File: config.mk
export PLATFORM = sky130hd
export DESIGN_NAME = txr_index_mgr
export DESIGN_NICKNAME = d
export VERILOG_FILES = /design/src/rtl/txr_pkg.sv /design/src/rtl/txr_rst_sync.sv /design/src/rtl/txr_pend_vec.sv /design/src/rtl/txr_skip.sv /design/src/rtl/txr_addr.sv /design/src/rtl/txr_index_mgr.sv
export SDC_FILE = /design/constraint.sdc
export NUM_CORES = 1
export LEC_CHECK = 0
export BUFFER_PORTS_ARGS = -buffer_cell sky130_fd_sc_hd__buf_2
export CORE_MARGIN = 3
export CORE_UTILIZATION = 40
export CTS_CLUSTER_DIAMETER = 200
export CTS_CLUSTER_SIZE = 8
export DETAILED_ROUTE_END_ITERATION = 16
export SLEW_MARGIN = 0
export SYNTH_ARGS = -nofsm -noshare
export SYNTH_HDL_FRONTEND = slang
export SYNTH_SLANG_ARGS = --single-unit
File: constraint.sdc
create_clock -name clk -period 6.4 [get_ports clk]
set_input_delay 0.64 -clock clk [delete_from_list [all_inputs] [get_ports clk]]
set_output_delay 0.64 -clock clk [all_outputs]
set_load 0.01 [all_outputs]
File: src/rtl/txr_pkg.sv
package txr_pkg;

  localparam int IDX_W = 5;
  localparam int CNT_W = 6;
  localparam int SLOTS = 32;

  // (a + b) mod depth, with a < depth and b <= depth
  function automatic logic [IDX_W-1:0] ring_add(input logic [IDX_W-1:0] a,
                                                 input logic [CNT_W-1:0] b,
                                                 input logic [CNT_W-1:0] depth);
    logic [CNT_W:0] s;
    s = {2'b00, a} + {1'b0, b};
    if (s >= {1'b0, depth}) s = s - {1'b0, depth};
    return s[IDX_W-1:0];
  endfunction

  // (a - b) mod depth, with a, b < depth
  function automatic logic [CNT_W-1:0] ring_sub(input logic [IDX_W-1:0] a,
                                                 input logic [IDX_W-1:0] b,
                                                 input logic [CNT_W-1:0] depth);
    logic [CNT_W:0] s;
    s = {2'b00, a} + {1'b0, depth} - {2'b00, b};
    if (s >= {1'b0, depth}) s = s - {1'b0, depth};
    return s[CNT_W-1:0];
  endfunction

endpackage

File: src/rtl/txr_rst_sync.sv
module txr_rst_sync (
  input  logic clk,
  input  logic rst_n_in,
  output logic rst_n_out
);

  logic [1:0] sync_q;

  always_ff @(posedge clk or negedge rst_n_in) begin
    if (!rst_n_in) sync_q <= 2'b00;
    else           sync_q <= {sync_q[0], 1'b1};
  end

  assign rst_n_out = sync_q[1];

endmodule

File: src/rtl/txr_pend_vec.sv
module txr_pend_vec
  import txr_pkg::*;
#(
  parameter int DEPTH = 8
) (
  input  logic             clk,
  input  logic             rst_n,
  input  logic             set_en,
  input  logic [IDX_W-1:0] set_base,
  input  logic [CNT_W-1:0] set_cnt,
  input  logic             clr_en,
  input  logic [IDX_W-1:0] clr_slot,
  output logic [SLOTS-1:0] pend_q,
  output logic [SLOTS-1:0] live
);

  localparam logic [CNT_W-1:0] DEPTH_V = CNT_W'(DEPTH);

  logic [SLOTS-1:0] pend_d;

  for (genvar s = 0; s < SLOTS; s++) begin : g_slot
    if (s < DEPTH) begin : g_used
      logic             hit_clr;
      logic             hit_set;
      logic [CNT_W-1:0] ofs;
      always_comb begin
        ofs       = ring_sub(IDX_W'(s), set_base, DEPTH_V);
        hit_clr   = clr_en && (clr_slot == IDX_W'(s));
        hit_set   = set_en && (ofs < set_cnt);
        live[s]   = pend_q[s] & ~hit_clr;
        pend_d[s] = hit_set | live[s];
      end
    end else begin : g_unused
      assign live[s]   = 1'b0;
      assign pend_d[s] = 1'b0;
    end
  end

  always_ff @(posedge clk or negedge rst_n) begin
    if (!rst_n) pend_q <= '0;
    else        pend_q <= pend_d;
  end

endmodule

File: src/rtl/txr_skip.sv
module txr_skip
  import txr_pkg::*;
#(
  parameter int DEPTH = 8
) (
  input  logic [IDX_W-1:0] get_idx,
  input  logic [CNT_W-1:0] used,
  input  logic [SLOTS-1:0] live,
  output logic [CNT_W-1:0] step
);

  localparam logic [CNT_W-1:0] DEPTH_V = CNT_W'(DEPTH);

  // nearest pending slot after the head inside the occupied region;
  // with none left the head moves to the put index (step = used)
  always_comb begin
    step = used;
    for (int k = DEPTH - 1; k >= 1; k--) begin
      if ((CNT_W'(k) < used) && live[ring_add(get_idx, CNT_W'(k), DEPTH_V)])
        step = CNT_W'(k);
    end
  end

endmodule

File: src/rtl/txr_addr.sv
module txr_addr
  import txr_pkg::*;
#(
  parameter int ADDR_W = 16,
  parameter int ESZ_W  = 6
) (
  input  logic [ADDR_W-1:0] base_addr,
  input  logic [ESZ_W-1:0]  elem_words,
  input  logic [IDX_W-1:0]  slot,
  output logic [ADDR_W-1:0] word_addr
);

  logic [ADDR_W-1:0] offset;

  always_comb begin
    offset    = ADDR_W'(slot) * ADDR_W'(elem_words);
    word_addr = base_addr + offset;
  end

endmodule

File: src/rtl/txr_index_mgr.sv
module txr_index_mgr
  import txr_pkg::*;
#(
  parameter int DEPTH  = 8,
  parameter int ESZ_W  = 6,
  parameter int ADDR_W = 16
) (
  input  logic              clk,
  input  logic              rst_n,
  input  logic              queue_mode,
  input  logic              add_valid,
  input  logic [5:0]        add_count,
  input  logic              done_valid,
  input  logic [4:0]        done_slot,
  input  logic              cancel_valid,
  input  logic [4:0]        cancel_slot,
  input  logic [15:0]       base_addr,
  input  logic [ESZ_W-1:0]  elem_words,
  output logic [4:0]        get_idx,
  output logic [4:0]        put_idx,
  output logic [5:0]        free_level,
  output logic              fifo_full,
  output logic              fifo_empty,
  output logic              tx_valid,
  output logic [DEPTH-1:0]  pend_vec,
  output logic              overflow_err,
  output logic [15:0]       free_addr
);

  localparam logic [CNT_W-1:0] DEPTH_V = CNT_W'(DEPTH);

  logic             rst_n_s;
  logic [IDX_W-1:0] get_q, get_d;
  logic [IDX_W-1:0] put_q, put_d;
  logic [CNT_W-1:0] used_q, used_d;
  logic             ovf_q;
  logic             idx_en, ovf_en;

  logic             act, add_req, add_ok, add_bad;
  logic             done_hit, cncl_any, cncl_hit, adv;
  logic             clr_en;
  logic [IDX_W-1:0] clr_slot;
  logic [CNT_W-1:0] free_now, step, rel_cnt, add_cnt;
  logic [SLOTS-1:0] pend_all, live;

  txr_rst_sync u_rst (
    .clk       (clk),
    .rst_n_in  (rst_n),
    .rst_n_out (rst_n_s)
  );

  txr_pend_vec #(.DEPTH(DEPTH)) u_pend (
    .clk      (clk),
    .rst_n    (rst_n_s),
    .set_en   (add_ok),
    .set_base (put_q),
    .set_cnt  (add_count),
    .clr_en   (clr_en),
    .clr_slot (clr_slot),
    .pend_q   (pend_all),
    .live     (live)
  );

  txr_skip #(.DEPTH(DEPTH)) u_skip (
    .get_idx (get_q),
    .used    (used_q),
    .live    (live),
    .step    (step)
  );

  txr_addr #(.ADDR_W(ADDR_W), .ESZ_W(ESZ_W)) u_addr (
    .base_addr  (base_addr),
    .elem_words (elem_words),
    .slot       (put_q),
    .word_addr  (free_addr)
  );

  // event decode
  always_comb begin
    act      = !queue_mode;
    free_now = DEPTH_V - used_q;
    add_req  = act && add_valid && (add_count != '0);
    add_ok   = add_req && (add_count <= free_now);
    add_bad  = add_req && !add_ok;
    done_hit = act && done_valid && (done_slot == get_q) && pend_all[get_q];
    cncl_any = act && cancel_valid && !done_valid;
    cncl_hit = cncl_any && (cancel_slot == get_q) && pend_all[get_q];
    adv      = done_hit || cncl_hit;
    clr_en   = done_hit || cncl_any;
    clr_slot = done_hit ? done_slot : cancel_slot;
  end

  // next state
  always_comb begin
    rel_cnt = adv ? step : '0;
    add_cnt = add_ok ? add_count : '0;
    used_d  = used_q - rel_cnt + add_cnt;
    get_d   = adv ? ring_add(get_q, step, DEPTH_V) : get_q;
    put_d   = add_ok ? ring_add(put_q, add_count, DEPTH_V) : put_q;
    idx_en  = adv || add_ok;
    ovf_en  = add_bad;
  end

  always_ff @(posedge clk or negedge rst_n_s) begin
    if (!rst_n_s) begin
      get_q  <= '0;
      put_q  <= '0;
      used_q <= '0;
    end else if (idx_en) begin
      get_q  <= get_d;
      put_q  <= put_d;
      used_q <= used_d;
    end
  end

  always_ff @(posedge clk or negedge rst_n_s) begin
    if (!rst_n_s)    ovf_q <= 1'b0;
    else if (ovf_en) ovf_q <= 1'b1;
  end

  always_comb begin
    get_idx      = get_q;
    put_idx      = put_q;
    free_level   = free_now;
    fifo_full    = (used_q == DEPTH_V);
    fifo_empty   = (used_q == '0);
    tx_valid     = act && pend_all[get_q];
    pend_vec     = pend_all[DEPTH-1:0];
    overflow_err = ovf_q;
  end

endmodule

Yosys cells after proc, flatten, opt, wreduce, memory -nomap -nowiden
Index checks and enable logic that the tools add are counted.
{ "op_classes": {"magnitude_cmp": 41, "reduce_logical": 46, "add_sub_neg": 38, "mul": 1, "bitwise_logic": 24, "muxes": 43, "n_eq_ne": 10} }
{ "ops": {"columns": ["operator", "count"], "rows": [
  ["6-bit 2-to-1 mux", 17],
  ["7-bit by 4-bit >= comparator with 1-bit output (second input constant)", 10],
  ["5-bit 2-to-1 mux", 10],
  ["5-bit by 6-bit < comparator with 1-bit output (second input constant)", 8],
  ["6-bit < comparator", 8],
  ["4-bit by 5-bit subtractor with 6-bit output (first input constant)", 8],
  ["6-bit by 4-bit subtractor with 6-bit output (second input constant)", 8],
  ["5-bit by 4-bit subtractor with 5-bit output (second input constant)", 9],
  ["6-bit by 4-bit >= comparator with 1-bit output (second input constant)", 7],
  ["1-bit binary-select mux with 5-bit select", 8],
  ["1-bit logical AND", 35],
  ["5-bit by 3-bit adder with 6-bit output (second input constant)", 4],
  ["3-bit by 6-bit < comparator with 1-bit output (first input constant)", 4],
  ["5-bit by 3-bit equality test with 1-bit output (second input constant)", 4],
  ["16-bit by 11-bit adder with 16-bit output", 1],
  ["5-bit by 6-bit adder with 7-bit output", 2],
  ["5-bit by 2-bit adder with 6-bit output (second input constant)", 2],
  ["2-bit by 6-bit < comparator with 1-bit output (first input constant)", 2],
  ["5-bit by 6-bit multiplier with 11-bit output", 1],
  ["5-bit by 2-bit equality test with 1-bit output (second input constant)", 2],
  ["5-bit equality test", 2],
  ["1-bit AND", 8],
  ["1-bit 2-to-1 mux", 8],
  ["1-bit NOT", 8],
  ["other kinds (15)", 27]
]} }
{ "totals": {"reg_bits": 27, "in_bits": 44, "elab_cells": 209, "out_inout_bits": 44} }

Logic depth before layout (Yosys ltp)
Gate-level depths: netlist of run 1.
{ "depth": {"word_depth": 22, "ltp_mapped": 27, "ltp_nobuf": 25} }

Cells and area by module
Synthesis of run 1 repeated with hierarchy kept, for this count alone.
{ "unflattened": {"hier_cells": 958, "area_unflattened_um2": 8410.6} }
{ "modules_own_cells": {"columns": ["module", "cells_each", "seq_area_each_um2", "instances", "area_per_inst_um2"], "rows": [
  ["txr_pend_vec", 331, 200.2, 1, 2765.2],
  ["txr_index_mgr", 269, 425.4, 1, 2342.2],
  ["txr_skip", 192, 0.0, 1, 1909.3],
  ["txr_addr", 163, 0.0, 1, 1340.0],
  ["txr_rst_sync", 3, 50.0, 1, 53.8]
]} }

Worst setup path before layout of run 1
OpenSTA, ideal clock, no wires.
{ "synth_timing": {"path_kind": "register to register", "from": "reg get_q[1] (netlist: get_idx[1])", "to": "reg get_q[4] (netlist: get_idx[4])", "path_buffers": 4, "setup_time_ps": 126, "path_stages_with_launch": 28, "required_ps": 6274, "path_slack_ps": 842, "synth_period_minus_slack_ps": 5558, "arrival_time_ps": 5432, "cell_sequence": "dfrtp_1 > buf_2 > buf_2 > inv_1 > ha_1 > clkbuf_1 > buf_2 > nand2_1 > a21oi_1 > nor4_1 > nor4_1 > o22ai_1 > a21oi_1 > o21ai_0 > nand2_1 > ha_1 > inv_1 > fa_1 > nor2b_1 > o21ai_0 > nand2b_1 > xor2_1 > inv_1 > ha_1 > or4b_2 > o31ai_4 > o41ai_1 > a221o_1"} }
{ "synth_via": {"elab_chain_cells": 21, "elab_cells_between_ends": 105, "classes_between": "16 x add/sub; 8 x order compare; 9 x eq/ne; 32 x mux; 16 x bitwise; 24 x reduce/logical"} }
{ "synth_lines": {"columns": ["item", "line", "rtl"], "rows": [
  ["start, declared", "txr_index_mgr.sv:33", "logic [IDX_W-1:0] get_q, get_d;"],
  ["start signal, assigned", "txr_index_mgr.sv:110", "get_q <= get_d;"],
  ["1-bit binary-select mux with 5-bit select or 5-bit equality test (tied branches)", "txr_index_mgr.sv:85, txr_index_mgr.sv:87", null],
  ["1-bit 2-to-1 mux (implied by the code) or 1-bit logical AND (tied branches)", "txr_index_mgr.sv:85, txr_index_mgr.sv:87", null],
  ["1-bit logical AND", "txr_index_mgr.sv:85", "done_hit = act && done_valid && (done_slot == get_q) && pend_all[get_q];"],
  ["5-bit 2-to-1 mux", "txr_index_mgr.sv:90", "clr_slot = done_hit ? done_slot : cancel_slot;"],
  ["5-bit by 1-bit equality test with 1-bit output, or another cell as far along", "txr_pend_vec.sv:28", "hit_clr = clr_en && (clr_slot == IDX_W'(s));"],
  ["1-bit logical AND", "txr_pend_vec.sv:28", null],
  ["1-bit NOT", "txr_pend_vec.sv:30", "live[s] = pend_q[s] & ~hit_clr;"],
  ["1-bit AND", "txr_pend_vec.sv:30", null],
  ["1-bit binary-select mux with 5-bit select", "txr_skip.sv:19", "if ((CNT_W'(k) < used) && live[ring_add(get_idx, CNT_W'(k), DEPTH_V)])"],
  ["1-bit 2-to-1 mux (implied by the code)", "txr_skip.sv:19", null],
  ["1-bit logical AND", "txr_skip.sv:19", null],
  ["6-bit 2-to-1 mux (7 in a row)", "txr_skip.sv:19", null],
  ["5-bit by 6-bit adder with 7-bit output", "txr_pkg.sv:12", "s = {2'b00, a} + {1'b0, b};"],
  ["7-bit by 4-bit >= comparator with 1-bit output or 5-bit by 4-bit subtractor with 5-bit output (tied branches)", "txr_pkg.sv:13", "if (s >= {1'b0, depth}) s = s - {1'b0, depth};"],
  ["5-bit 2-to-1 mux", "txr_pkg.sv:13", null]
]} }
Parallel ways exist; a longest one is shown, timed or not. The select of a mux whose other input is x is not followed.
A chain may end at the register's enable or synchronous reset.

Worst setup path after layout of run 1
{ "layout_timing": {"from": "reg put_q[3] (netlist: put_idx[3])", "to": "out free_addr[13]"} }
{ "layout_via": {"elab_chain_cells": 2} }
{ "layout_lines": {"columns": ["item", "line", "rtl"], "rows": [
  ["start, declared", "txr_index_mgr.sv:34", "logic [IDX_W-1:0] put_q, put_d;"],
  ["start signal, assigned", "txr_index_mgr.sv:111", "put_q <= put_d;"],
  ["5-bit by 6-bit multiplier with 11-bit output", "txr_addr.sv:16", "offset = ADDR_W'(slot) * ADDR_W'(elem_words);"],
  ["16-bit by 11-bit adder with 16-bit output", "txr_addr.sv:17", "word_addr = base_addr + offset;"],
  ["end, declared", "txr_index_mgr.sv:27", "output logic [15:0] free_addr"]
]} }
Every way passes these cells.

==> results.cfg, run 1 <==
[cts]
postCtsSetupRepairBufs = 0
cts-resized-gates = 0
clockBufferDepth = 2
cts_htree_levels = 1
cts_tree = done
cts_hold_repair.buffers = 0
clockRootBuffer = clkbuf_16
clk_latency_ns = 0.27
clk_pin_slew_ns = 0.08
clock-sinks = 27
cts_buffers = 3

[global_route]
grt_max_degree = 26
grt_pass1_vias = 5946
antenna_found_initial = 0
grt_usage = 0.1890
globalRouteOverflowTotal = 0
grt_pass1_wl_um = 29090

[sta]
report.final.setup_viol = 0
layout_setup_ws_ns = 0.8111
period_minus_slack_ns = 5.589
rsz0062_at_grt = no
drv_slew = 0
slew_headroom = 0.2965
worst_slew_pin_slew_ns = 1.053
hold_viol = 0
finalCritPeriodShare = 0.8733
fmax_ghz = 0.1789
skew_ns = 0.008225
tns_ns = 0

[power]
switching_share = 0.5292
power.total_w = 0.003866
p_sw_w = 0.002046
seqPwrFrac = 0.089
irDropWorstVdd_uv = 489.2
leakagePower_nw = 3.715
internal_power_w = 0.001820
combPwrFrac = 0.871
clockPowerShare = 0.040
power_density_nw_per_um2 = 508.7

[drt]
drt_iter0_drc = 338
route.detailed.drc = 0
wl_um = 17530
vias_per_cell = 5.413
dr_total_vias = 6068
dr.pass1.iters = 5
postRouteAntennaNets = 0
wire_per_inst_um = 15.64

[layout]
area_delta_synth_final_pct = 10.68
utilization = 0.4550
drive_gt1_frac = 0.1498
fill_cells = 1749
n_antenna_cell = 0
nets = 1102
stdcell_area_um2 = 7600

[yosys]
synth.top_cell.area_share = 0.2314
synth_mux_area_frac = 0.04938
synth_xor_area_frac = 0.08163
synthCells = 831
yosysTopAreaCell = ha_1
syn_area_per_cell_um2 = 8.263
synth_top_family_by_area = adder cells
synth_edf_count = 0
synthAdderAreaFrac = 0.3160
synth_cell_types = 85
synthFlopType = dfrtp_1
synth-compound-area-share = 0.1871
syn_area_um2 = 6867
async_flop_share = 1.000
ys_seq_area_frac = 0.09840
yosysWarningCount = 0
synth.area.top_cells = ha_1 (23%), dfrtp_1 (9.8%), fa_1 (8.5%)
yosysMostFrequentCell = ha_1
ys_ff_latch = 27
yosys.area_share.simple = 0.1924
yosys-top-cells-count = ha_1 (127), inv_1 (93), nand2_1 (63)
syn_nets = 1031

[setup_path]
cp_common_cell = a21oi_1
path_buf_inv = 2
slowest_stage = dfrtp_1
path_max_fanout = 14
path_delay_family = adder cells
cp_data_arrival_time_ns = 4.95
cp.required_ns = 5.76
path_cells = nand2_1 > fa_1 > fa_1 > fa_1 > inv_1 > ha_1 > a21oi_1 > o21bai_1 > a21oi_1 > o21bai_1 > a21oi_1 > o21bai_1 > a21oi_1 > nor4bb_1 > a311o_1 > buf_2
startpoint_type = register
worst_path_largest_cell_delay_ns = 0.66
endpoint_kind = output port
worstSetupPathType = reg2out

[floorplanning]
top_level_ports = 88
die_area_um2 = 18770
core_um2 = 16700
start_util = 0.4111
die_h_um = 137.0
die_x_um = 137.0
num_rows = 47

[placement]
post-place-ws_ns = 0.9353
port_buffers = 87
routabilityCongestion = 0.8847
dpl.hpwl_um = 14390
place_area_um2 = 7520

[job]
cap_violations = 0

[min_path]
hold_path_class = in2async

[status]
status = finished, final reports clean
==> final cells by class <==
type	instances	area, um2	area share
clock buffers	3	75.07	0.009878
clock inverters	1	5.005	0.0006585
inverters	97	364.1	0.04791
multi-input cells	674	5679	0.7473
flip-flops and latches	27	675.6	0.08890
well taps	220	275.3	0.03622
repair buffers	99	525.5	0.06915
==> worst paths after layout <==
check / end / startpoint / slack, ns / cells after the start
hold reg to reg: overflow_err / u_rst.sync_q[1] / 0.24 / 1
max in group asynchronous: used_q[5] / u_rst.sync_q[1] / 5.88 / 1
hold / removal: u_rst.sync_q[0] / rst_n / 0.14 / 1
setup / recovery: free_addr[13] / put_idx[3] / 0.81 / 16
min in group clk: u_rst.sync_q[1] / u_rst.sync_q[0] / 0.36 / 0
setup reg to reg: get_idx[4] / get_idx[2] / 0.90 / 23
==> stage by stage <==
step / hold WS, ns / cells
floorplan: 0.3206 / 831
global placement: 0.2573 / 1117
detailed placement: 0.2579 / 1117
CTS: 0.1340 / 1121
global route: 0.1327 / 1121
finish: 0.1393 / 1121
==> placed cells by master (no fill, tap or decap), drive strengths merged, types with 3 or more instances in the layout <==
cell type,n
xor2,28
buf,99
a21boi,5
nor4b,5
nand2b,13
nor2,41
inv,96
nor3b,3
o41ai,4
mux2i,20
or4b,4
o22ai,6
xnor2,36
mux4,3
o21bai,9
a221oi,4
a21oi,50
nor2b,20
dfrtp,27
o31ai,4
o21ai,39
a31oi,4
nand3,15
o32ai,8
a21o,22
clkbuf,3
mux2,6
ha,127
fa,29
and2,18
nor4,11
nand2,63
o21a,5
or2,4
o2111ai,3
nor3,16
nand4,9
and3,3
==> flip-flops by register name (all words and copies together), names as in the netlist <==
name and flops:
overflow_err 1, put_idx 5, get_idx 5, u_rst.sync_q 2
u_pend.pend_q 8, used_q 6
==> power by group through the flow <==
stage / Combinational (W) / Sequential [W] / Clock (W)
after global routing: 0.00391 / 0.000357 / 0.000165
after global placement: 0.00335 / 0.000352 / 0
after detailed placement: 0.00339 / 0.000348 / 0
after floorplan: 0.00255 / 0.000316 / 0
final: 0.00337 / 0.000345 / 0.000153
after CTS: 0.00342 / 0.000345 / 0.000158
==> cell families after synthesis <==
logic type / after synthesis
and+or+nand+nor: 239
AOI/OAI and AO/OA: 185
adders and majority gates: 156
buffers and inverters: 130
xor gates and xnor gates: 64
muxes: 29
DFF: 27
other: 1
==> per-layer routing <==
layer  vias to the layer above  share of wire  track usage
li1                       3057              -            -
met1                      2851           0.48       0.2633
met2                       141           0.46       0.3193
met3                        19          0.047      0.01838
met4                         0          0.014      0.03659
met5                         -              0            0
Note: power is estimated with default switching activity, not from simulation.
==> run 2: changes to the inputs <==
==> constraint.sdc (replaced) <==
create_clock -name clk -period 7.1 [get_ports clk]
set_input_delay 0.71 -clock clk [delete_from_list [all_inputs] [get_ports clk]]
set_output_delay 0.71 -clock clk [all_outputs]
set_load 0.01 [all_outputs]
==> run 2 against run 1 <==
Against the previous run: flip-flop and latch count unchanged; largest power group unchanged; sequential share of layout area about the same; highest routed layer unchanged; non-clock buffer count down 5; hold slack worse by 0.025 ns; routed wire length about the same.
==> results.cfg, run 2 (synthesized netlist as in run 1, its figures left out) <==
[setup_path]
path_buf_inv = 2
path_cells = nand2_1 > fa_1 > fa_1 > fa_1 > inv_1 > ha_1 > a21oi_1 > o21bai_1 > a21oi_1 > o21bai_1 > a21oi_1 > o21bai_1 > a21oi_1 > nor4bb_1 > a311o_1 > buf_2
path_max_fanout = 21
cp_common_cell = a21oi_1
worst_path_largest_cell_delay_ns = 0.82
cp_data_arrival_time_ns = 5.06
startpoint_type = register
slowest_stage = dfrtp_1
endpoint_kind = output port
path_delay_family = adder cells
worstSetupPathType = reg2out
cp.required_ns = 6.39

[sta]
rsz0062_at_grt = no
tns_ns = 0
report.final.setup_viol = 0
slew_headroom = 0.4088
skew_ns = 0.004427
drv_slew = 0
worst_slew_pin_slew_ns = 0.8850
period_minus_slack_ns = 5.770
fmax_ghz = 0.1733
finalCritPeriodShare = 0.8127
hold_viol = 0

[power]
power.total_w = 0.003502
power_density_nw_per_um2 = 463.2
leakagePower_nw = 3.690
irDropWorstVdd_uv = 487.5

[floorplanning]
start_util = 0.4111
num_rows = 47
core_um2 = 16700
die_h_um = 137.0
die_x_um = 137.0
top_level_ports = 88
die_area_um2 = 18770

[global_route]
grt_usage = 0.1891
grt_pass1_wl_um = 29290
grt_use_met3 = 0.01581
grt_pass1_vias = 5889
globalRouteOverflowTotal = 0
antenna_found_initial = 0
grt_max_degree = 24
grtUsageMet2 = 0.3104
gr-usage-met1 = 0.2747
gr-max-usage-layer = met2

[cts]
clk_pin_slew_ns = 0.08
clock-sinks = 27
postCtsSetupRepairBufs = 0
clk_latency_ns = 0.27
cts_htree_levels = 1
cts-resized-gates = 0
clockRootBuffer = clkbuf_16
cts_buffers = 3
cts_tree = done
clockBufferDepth = 2
cts_hold_repair.buffers = 0

[drt]
wire_per_inst_um = 15.72
vias_per_cell = 5.409
route.detailed.drc = 0
dr.pass1.iters = 4
dr_total_vias = 6037
drt_iter0_drc = 387
wl_um = 17550
postRouteAntennaNets = 0

[layout]
nets = 1097
area_delta_synth_final_pct = 10.13
layout.cells.most_common = ha_1
top_regs = u_pend.pend_q (8), used_q (6)
fill_cells = 1710
largest_reg_flops = 8
n_antenna_cell = 0
drive_gt1_frac = 0.1451
final_cell_mix = ha_1 (127), inv_1 (93), buf_2 (87)
regMostFlops = u_pend.pend_q

[placement]
port_buffers = 87
dpl.hpwl_um = 13990
routabilityCongestion = 0.8865

[job]
cap_violations = 0

[status]
status = finished, final reports clean

[min_path]
hold_path_class = reg2async
[run 2: path summary, 6_finish.rpt]
check                                 from         endpoint  slack, ns  cells past startpoint
max in group asynchronous  u_rst.sync_q[1]       get_idx[0]       6.40                      1
hold / removal             u_rst.sync_q[1]       get_idx[2]       0.11                      0
min in group clk           u_rst.sync_q[0]  u_rst.sync_q[1]       0.35                      0
setup / recovery                put_idx[2]    free_addr[13]       1.33                     16
setup reg to reg                get_idx[2]       get_idx[4]       1.47                     22
hold reg to reg            u_rst.sync_q[1]       get_idx[2]       0.11                      0
[run 2: where the power goes]
part / switching, W / internal (W)
logic: 0.00168 / 0.00135
registers: 0.000129 / 0.000203
clock network: 0.0000605 / 0.0000763
total: 0.00187 / 0.00163
[run 2: per-layer routing]
layer	vias up	share of wire	wire length, um
met2	165	0.45	7966
met5	-	0	0
li1	3048	-	-
met1	2813	0.49	8591
met4	0	0.0091	159
met3	11	0.047	828
[run 2: stage by stage]
stage                     hold slack (ns)  cells  instance area [um2]  setup slack, ns    util
final                              0.1142   1116                 7562            1.330  0.4528
after global routing               0.1429   1116                 7562           0.9099  0.4528
after CTS                          0.1234   1116                 7562            1.325  0.4528
after detailed placement           0.1162   1112                 7482            1.509  0.4480
after global placement             0.1178   1112                 7482            1.576  0.4480
after floorplan                    0.3206    831                 6867            1.542       -
[run 2: layout make-up]
cell class                 count  area (um2)  share of cell area
inverter                      97       364.1             0.04815
sequential                    27       675.6             0.08934
timing repair buffer          94       488.0             0.06453
clock buffer                   3       75.07            0.009927
multi-input combinational    674        5679              0.7510
clock inverter                 1       5.005           0.0006618
tap                          220       275.3             0.03640
[run 2: worst register-to-register path, cell delays in order, from the launching register on]
cell	delay, ns
dfrtp_1	0.62
buf_4	0.32
ha_1	0.41
o21a_1	0.18
o221ai_1	0.13
nor4_1	0.70
o22ai_1	0.16
a21oi_1	0.16
o21ai_0	0.12
nand2_1	0.12
ha_1	0.16
inv_1	0.05
fa_1	0.39
nor2b_1	0.12
o21ai_0	0.08
nand2b_1	0.11
xor2_1	0.09
inv_1	0.08
ha_1	0.17
or4b_2	0.63
o31ai_4	0.26
o41ai_1	0.12
a221o_1	0.33
==> run 3: changes to the inputs <==
==> constraint.sdc (replaced) <==
create_clock -name clk -period 5.3 [get_ports clk]
set_input_delay 0.53 -clock clk [delete_from_list [all_inputs] [get_ports clk]]
set_output_delay 0.53 -clock clk [all_outputs]
set_load 0.01 [all_outputs]
==> run 3 against run 2 <==
Against the previous run: core utilization grew 2.5 points; clock power grew 31%; count of clock-buffer cells in the layout grew 1; critical endpoint is now used_q[5]; highest routed layer is now met5; die area stayed put; register-to-register slack got worse by 1.2 ns.
==> results.cfg, run 3 (synthesized netlist as in run 1, its figures left out) <==
[floorplanning]
top_level_ports = 88
start_util = 0.4111
core_um2 = 16700
num_rows = 47
die_area_um2 = 18770
die_x_um = 137.0
die_h_um = 137.0

[cts]
clockBufferDepth = 2
cts_tree = done
cts_buffers = 3
clock-sinks = 27
cts_hold_repair.buffers = 0
clk_latency_ns = 0.27
cts_htree_levels = 1
clk_pin_slew_ns = 0.07
clockRootBuffer = clkbuf_16

[setup_path]
worstSetupPathType = reg2reg
cp.required_ns = 5.45
reg2reg_depth = 24
endpoint_kind = register
startpoint_type = register
cp_data_arrival_time_ns = 5.19
path_max_fanout = 6
critPathLaunch = get_idx[1]
rrSetupSlack_ns = 0.26
r2r-end = used_q[5]
rr_startpoint = get_idx[1]

[placement]
place_area_um2 = 7661
dp_cells = 1135
dpl.hpwl_um = 14630
routabilityCongestion = 0.9134
port_buffers = 87
post-place-ws_ns = 0.09225

[layout]
final_cell_mix = ha_1 (125), inv_1 (93), buf_2 (87)
drive_gt1_frac = 0.2054
top_regs = u_pend.pend_q (8), used_q (6)
largest_reg_flops = 8
stdcell_count = 1145
n_antenna_cell = 0
stdcell_area_um2 = 7984
nets = 1126
regMostFlops = u_pend.pend_q
utilization = 0.4780
layout.cells.most_common = ha_1
area_delta_synth_final_pct = 16.27

[global_route]
grt_max_degree = 26
grt_usage = 0.1938
globalRouteOverflowTotal = 0
grt_pass1_vias = 5886
grt_pass1_wl_um = 29880
antenna_found_initial = 1

[sta]
drv_slew = 0
period_minus_slack_ns = 5.035
finalCritPeriodShare = 0.9501
slew_headroom = 0.2995
holdWs_ns = 0.03469
fmax_ghz = 0.1986
report.final.setup_viol = 0
layout_setup_ws_ns = 0.2646
skew_ns = 0.003353
worst_slew_pin_slew_ns = 1.049
hold_viol = 0

[drt]
dr_total_vias = 6171
drt_iter0_drc = 348
vias_per_cell = 5.390
route.detailed.drc = 0
postRouteAntennaNets = 0
dr.pass1.iters = 5
wire_per_inst_um = 16.14
wl_um = 18490

[job]
cap_violations = 0

[min_path]
hold_path_class = in2async

[power]
irDropWorstVdd_uv = 527.1
power_density_nw_per_um2 = 607.7
leakagePower_nw = 3.866

[status]
status = finished, final reports clean
==> run 3: metrics by stage <==
step,setup TNS [ns],total power [W]
4_1_cts,0,0.004793
2_1_floorplan,0,0.003462
6_report,0,0.004852
3_3_place_gp,0,0.004524
5_1_grt,-0.06668,0.005509
3_5_place_dp,0,0.004567
==> run 3: layout make-up <==
class                   count  area (um2)
clock buffers               4       78.83
well taps                 220       275.3
multi-input cells         674        5873
inverters                  97       364.1
flip-flops and latches     27       679.4
fillers                  1628        8717
repair buffers            123       713.2
==> run 3: worst max path at each step <==
stage / cells past startpoint / to / slack [ns]
final: 24 / used_q[5] / 0.26
after floorplan: 24 / get_idx[4] / 0.03
after global placement: 23 / get_idx[4] / 0.17
after global routing: 24 / used_q[5] / -0.07
after CTS: 17 / free_addr[14] / 0.08
after detailed placement: 23 / get_idx[4] / 0.09
==> run 3: power by group <==
part           leakage [nW]  total [W]  switching, W  internal (W)
Clock                0.0382   0.000180     0.0000769      0.000103
Sequential            0.297   0.000395      0.000120      0.000275
Combinational          3.53    0.00428       0.00236       0.00192
==> run 3: critical path: stages (launching register included) <==
cell      delay, ns
dfrtp_1        0.38
inv_1          0.09
buf_4          0.18
ha_1           0.25
xnor2_2        0.29
ha_1           0.20
nand3_1        0.13
a31oi_4        0.23
nand4b_1       0.14
nor3b_4        0.26
and2_1         0.15
o21ai_0        0.06
nand2_1        0.14
buf_4          0.13
nor2_1         0.05
fa_1           0.55
inv_1          0.07
ha_1           0.28
a21o_1         0.16
a21oi_2        0.17
o21bai_1       0.10
a21oi_2        0.20
xnor2_2        0.14
or4_1          0.41
o2111a_1       0.15
==> run 3: repair_timing <==
action,in CTS,in global routing
gates resized for setup,0,39
setup endpoints to repair,0,7
setup buffers,0,6
==> run 3: per-layer routing <==
layer / vias to the layer above / global-route usage / wire length (um) / share of wire
li1: 3112 / - / - / -
met1: 2868 / 0.2817 / 8752 / 0.47
met2: 165 / 0.3196 / 8446 / 0.46
met3: 24 / 0.02059 / 1060 / 0.057
met4: 2 / 0.02217 / 218 / 0.012
met5: - / 0 / 7 / 0.00038
